### src/rtl/altb_pkg.sv
package altb_pkg;

    localparam logic [15:0] OP_MASK  = 16'hF138;
    localparam logic [15:0] OP_MATCH = 16'h0108;
    localparam int          BIT_LONG  = 6;
    localparam int          BIT_STORE = 7;

    typedef enum logic [1:0] {
        ST_IDLE,
        ST_XFER,
        ST_DONE
    } seq_state_t;

    typedef struct packed {
        logic       hit;
        logic       is_store;
        logic       is_long;
        logic [2:0] dnum;
        logic [2:0] anum;
    } op_dec_t;

endpackage

### src/rtl/altb_decode.sv
module altb_decode
    import altb_pkg::*;
(
    input  logic [15:0] opcode,
    input  logic        feat_en,
    output op_dec_t     dec
);

    always_comb begin
        dec.hit      = feat_en && ((opcode & OP_MASK) == OP_MATCH);
        dec.is_store = opcode[BIT_STORE];
        dec.is_long  = opcode[BIT_LONG];
        dec.dnum     = opcode[11:9];
        dec.anum     = opcode[2:0];
    end

endmodule

### src/rtl/altb_addr.sv
module altb_addr #(
    parameter int ADDR_W = 32,
    parameter int DISP_W = 16,
    parameter int STRIDE = 2
) (
    input  logic              clk,
    input  logic              load,
    input  logic              step,
    input  logic [ADDR_W-1:0] base,
    input  logic [DISP_W-1:0] disp,
    output logic [ADDR_W-1:0] addr_q
);

    logic [ADDR_W-1:0] disp_ext;

    assign disp_ext = {{(ADDR_W-DISP_W){disp[DISP_W-1]}}, disp};

    always_ff @(posedge clk) begin
        if (load) begin
            addr_q <= base + disp_ext;
        end else if (step) begin
            addr_q <= addr_q + ADDR_W'(STRIDE);
        end
    end

endmodule

### src/rtl/altb_lane.sv
module altb_lane #(
    parameter int DATA_W = 32,
    localparam int LANES = DATA_W / 8,
    localparam int CNT_W = (LANES > 1) ? $clog2(LANES) : 1
) (
    input  logic              clk,
    input  logic              load,
    input  logic [DATA_W-1:0] init,
    input  logic [CNT_W-1:0]  sel,
    input  logic              wr_en,
    input  logic [7:0]        wr_byte,
    output logic [7:0]        rd_byte,
    output logic [DATA_W-1:0] data_q
);

    logic [LANES-1:0][7:0] bytes_q;

    for (genvar g = 0; g < LANES; g++) begin : g_lane
        always_ff @(posedge clk) begin
            if (load) begin
                bytes_q[g] <= init[g*8 +: 8];
            end else if (wr_en && (sel == CNT_W'(g))) begin
                bytes_q[g] <= wr_byte;
            end
        end
    end

    assign data_q = bytes_q;

    always_comb begin
        rd_byte = '0;
        for (int i = 0; i < LANES; i++) begin
            if (sel == CNT_W'(i)) begin
                rd_byte = bytes_q[i];
            end
        end
    end

endmodule

### src/rtl/altb_xfer.sv
module altb_xfer
    import altb_pkg::*;
#(
    parameter int ADDR_W = 32,
    parameter int DATA_W = 32
) (
    input  logic              clk,
    input  logic              rst,
    input  logic              feat_en,
    input  logic              start,
    input  logic [15:0]       opcode,
    input  logic [15:0]       ext_word,
    input  logic [ADDR_W-1:0] areg_val,
    input  logic [DATA_W-1:0] dreg_val,
    output logic [2:0]        dreg_sel,
    output logic [2:0]        areg_sel,
    output logic              mem_req,
    output logic              mem_we,
    output logic [ADDR_W-1:0] mem_addr,
    output logic [7:0]        mem_wdata,
    input  logic              mem_ack,
    input  logic [7:0]        mem_rdata,
    output logic              busy,
    output logic              done,
    output logic              illegal,
    output logic [DATA_W-1:0] dreg_out
);

    localparam int LANES = DATA_W / 8;
    localparam int CNT_W = (LANES > 1) ? $clog2(LANES) : 1;
    localparam logic [CNT_W-1:0] CNT_LONG  = CNT_W'(LANES - 1);
    localparam logic [CNT_W-1:0] CNT_SHORT = CNT_W'(LANES / 2 - 1);

    seq_state_t       state_q, state_d;
    op_dec_t          dec;
    logic [CNT_W-1:0] cnt_q;
    logic             store_q;
    logic             illegal_q;
    logic             accept;
    logic             beat;
    logic             last;
    logic [7:0]       cur_byte;

    altb_decode u_dec (
        .opcode  (opcode),
        .feat_en (feat_en),
        .dec     (dec)
    );

    assign accept = (state_q == ST_IDLE) && start && dec.hit;
    assign beat   = (state_q == ST_XFER) && mem_ack;
    assign last   = (cnt_q == '0);

    altb_addr #(.ADDR_W(ADDR_W), .DISP_W(16), .STRIDE(2)) u_addr (
        .clk    (clk),
        .load   (accept),
        .step   (beat && !last),
        .base   (areg_val),
        .disp   (ext_word),
        .addr_q (mem_addr)
    );

    altb_lane #(.DATA_W(DATA_W)) u_lane (
        .clk     (clk),
        .load    (accept),
        .init    (dreg_val),
        .sel     (cnt_q),
        .wr_en   (beat && !store_q),
        .wr_byte (mem_rdata),
        .rd_byte (cur_byte),
        .data_q  (dreg_out)
    );

    // state register
    always_ff @(posedge clk) begin
        if (rst) begin
            state_q   <= ST_IDLE;
            illegal_q <= 1'b0;
        end else begin
            state_q   <= state_d;
            illegal_q <= (state_q == ST_IDLE) && start && !dec.hit;
        end
    end

    // byte counter and direction
    always_ff @(posedge clk) begin
        if (accept) begin
            cnt_q   <= dec.is_long ? CNT_LONG : CNT_SHORT;
            store_q <= dec.is_store;
        end else if (beat && !last) begin
            cnt_q <= cnt_q - 1'b1;
        end
    end

    // next state
    always_comb begin
        state_d = state_q;
        unique case (state_q)
            ST_IDLE: if (accept)        state_d = ST_XFER;
            ST_XFER: if (beat && last)  state_d = ST_DONE;
            ST_DONE:                    state_d = ST_IDLE;
            default:                    state_d = ST_IDLE;
        endcase
    end

    // outputs
    always_comb begin
        mem_req   = (state_q == ST_XFER);
        mem_we    = store_q;
        mem_wdata = cur_byte;
        busy      = (state_q != ST_IDLE);
        done      = (state_q == ST_DONE);
        illegal   = illegal_q;
        dreg_sel  = dec.dnum;
        areg_sel  = dec.anum;
    end

endmodule

### config.mk
export PLATFORM = sky130hd
export DESIGN_NAME = altb_xfer
export DESIGN_NICKNAME = d
export VERILOG_FILES = /design/src/rtl/altb_pkg.sv /design/src/rtl/altb_decode.sv /design/src/rtl/altb_addr.sv /design/src/rtl/altb_lane.sv /design/src/rtl/altb_xfer.sv
export SDC_FILE = /design/constraint.sdc
export NUM_CORES = 1
export LEC_CHECK = 0
export BUFFER_PORTS_ARGS = -buffer_cell sky130_fd_sc_hd__buf_2
export CAP_MARGIN = 15
export CORE_MARGIN = 5
export CORE_UTILIZATION = 45
export CTS_BUF_LIST = sky130_fd_sc_hd__clkbuf_4 sky130_fd_sc_hd__clkbuf_8
export DETAILED_ROUTE_END_ITERATION = 8
export GPL_ROUTABILITY_DRIVEN = 0
export PLACE_DENSITY = 0.82
export SLEW_MARGIN = 20
export SYNTH_ARGS = -nofsm -noshare
export SYNTH_HDL_FRONTEND = slang
export SYNTH_SLANG_ARGS = --single-unit
### constraint.sdc
create_clock -name clk -period 3.9 [get_ports clk]
set_input_delay 0.195 -clock clk [delete_from_list [all_inputs] [get_ports clk]]
set_output_delay 0.195 -clock clk [all_outputs]
set_load 0.01 [all_outputs]
==> run metrics <==
CP Data Arrival Time 2.85 ns; routed wire length 14.9 mm; Slew @ Worst Pin 0.676 ns; Leak 2.97 nW; status completed; Synth top area share 36.8%; final hold violations 0; CP max-delay cell fa_1; CTS Sinks 70; FF+latch count, synth 70; Net Sw Frac 27.0%; largest net degree at the start of global routing 60; DR vias 5,103; routed len/inst 15.9 microns; internal power 1.29 mW; DRC 0; Rows 40; Clock H-tree levels 3; nets 931; Antenna Cells 0; die area 14,500 sq um; cts hold-fix bufs 0; placed cell count 920; Mapped Nets 769; Post-Syn Area per Cell 8.77 sq um; Worst EP required 3.98 ns; chip height 120 microns; GRT Overall Usage 19.5%; most common cell after layout, fill and taps aside buf_2; CTS clock-pin slew for the worst setup and hold paths 0.08 ns; fmax 0.361 GHz; Starting Density 45.7%; vias in the first global route 4,733; Hold Crit Class primary input to flop; RSZ-0062 raised after global routing no; Crit Path Class primary input to flop; Die X-Extent 120 microns; EDFF count, synth 67; fin util 55.5%; initial antenna violation count 0; Clock Power Share 32.5%; sequential area share after synthesis 37.9%; Detailed Route Iter0 Violations 328; DPL Wire Length 11.8 mm; period utilization 71.0%; Max Buffers Root-to-Sink 2; post-synthesis async set-or-reset flop share 0%; pwr dens 265 nW/um^2; Overflow after GRT 0; root buf cell clkbuf_8; DR vias/cell 5.45; I/O pin count 192; Layout area overhead 21.4%; max_slew headroom 54.8%; CTS Buf Count 9; synth top area cells edfxtp_1 (37%), nand2_1 (10%), ha_1 (8.2%); Setup Total Neg Slack 0 ns; Hold Path Stages 1; most frequent cells in the layout buf_2 (179), nand2_1 (145), edfxtp_1 (67); slowest stage delay, CP 0.45 ns; Distinct cells, synth 62; VDD IR max 0.000170 V; Hold WS 0.0301 ns; minimum clock period 2.77 ns; Worst Skew 0.0102 ns; CTS tree yes; post-CTS setup buffers 0; Worst setup EP type flop; Syn Std Cell Area 5470 sq um; Gate power share 21.1%; Non-Filler Instances 937; first-pass GRT wire length 22.9 mm; Max Slew Vio Count 0; post-CTS sizing 0; antenna-violating nets left 0; reg2reg path depth 8; share of cells above drive strength 1 28.1%; final setup vio count 0; ys flop type edfxtp_1; Post-Syn Instances 623; CORE AREA 12,000 sq um; DRT Pass-1 Iters 5; Clk Latency, worst-skew pair 0.34 ns; Max Cap Viol 0; Syn. warnings 0; sw power 0.475 mW; startpoint types primary input; sequential power share 46.4%; CP Max Fanout 3; # port buffers 179; worst-path cell chain buf_2, ha_1, fa_1, a211oi_2, o21bai_2, a21oi_1, o211a_4, o31ai_4, a41oi_2, o22ai_1, or3_1; cell taking the most area after synthesis edfxtp_1
-- power groups by stage --
stage	registers [mW]	logic, mW	clock network [mW]
5_1_grt	0.817	0.410	0.623
2_1_floorplan	0.835	0.263	0
6_report	0.817	0.371	0.572
3_3_place_gp	0.834	0.362	0
3_5_place_dp	0.834	0.367	0
4_1_cts	0.817	0.369	0.588
-- cells by family after synthesis --
kind of cell             after synthesis  synth area share [%]
XOR/XNOR                              53                  8.49
AND/OR/NAND/NOR                      262                  21.9
adder cells (fa/ha/maj)               37                  8.61
flip-flops                            70                  37.9
AO/OA/AOI/OAI                        156                  19.3
buffers and inverters                 45                  3.73
-- final cells by class --
class	instances	area (sq um)
Multi-Input combinational cell	508	3210
Clock inverter	6	62.6
Sequential cell	70	2070
Tap cell	147	184
Timing Repair Buffer	183	933
Clock buffer	10	131
Inverter	13	48.8
Fill cell	1091	5320
-- synth_stat cells, types with 15 or more instances --
| cell | instances |
|---|---|
| a21o_1 | 16 |
| a21oi_1 | 41 |
| and3_1 | 15 |
| clkbuf_1 | 15 |
| edfxtp_1 | 67 |
| ha_1 | 36 |
| nand2_1 | 145 |
| nand4_1 | 16 |
| nor2_1 | 41 |
| o21ai_0 | 41 |
| xnor2_1 | 32 |
| xor2_1 | 21 |
-- critical path, delay by kind of cell --
kind | cells | cell delay [ns]
AOI/OAI and AO/OA | 7 | 1.45
adders and majority gates | 2 | 0.70
and+or+nand+nor | 1 | 0.39
buffers and inverters | 1 | 0.10
-- worst paths after layout --
path	slack [ns]	from	to
max	1.13	ext_word[0]	u_addr.addr_q[28]
max reg2reg	1.23	u_addr.addr_q[3]	u_addr.addr_q[28]
min reg2reg	0.58	state_q[0]	illegal
min	0.03	opcode[7]	mem_we
-- routing by layer --
layer	global-route usage (%)	vias up	part of all wire [%]
met5	0	-	0
met4	7.65	0	2.3
met3	3.32	22	7.3
met2	34.0	193	48
met1	24.2	2331	42
li1	-	2557	-
-- stage by stage --
stage | instance area [sq um] | power [mW] | worst slack (ns)
floorplan | 5470 | 1.10 | 0.328
global placement | 6430 | 1.20 | 0.894
detailed placement | 6430 | 1.20 | 0.794
CTS | 6620 | 1.77 | 1.18
global route | 6640 | 1.85 | 1.08
finish | 6640 | 1.76 | 1.13
-- registers in the layout (all words and copies together) (netlist names) --
signal         cells
u_lane.data_q     32
cnt_q              2
state_q            2
illegal            1
u_addr.addr_q     32
mem_we             1
(Power assumes the default switching activity.)
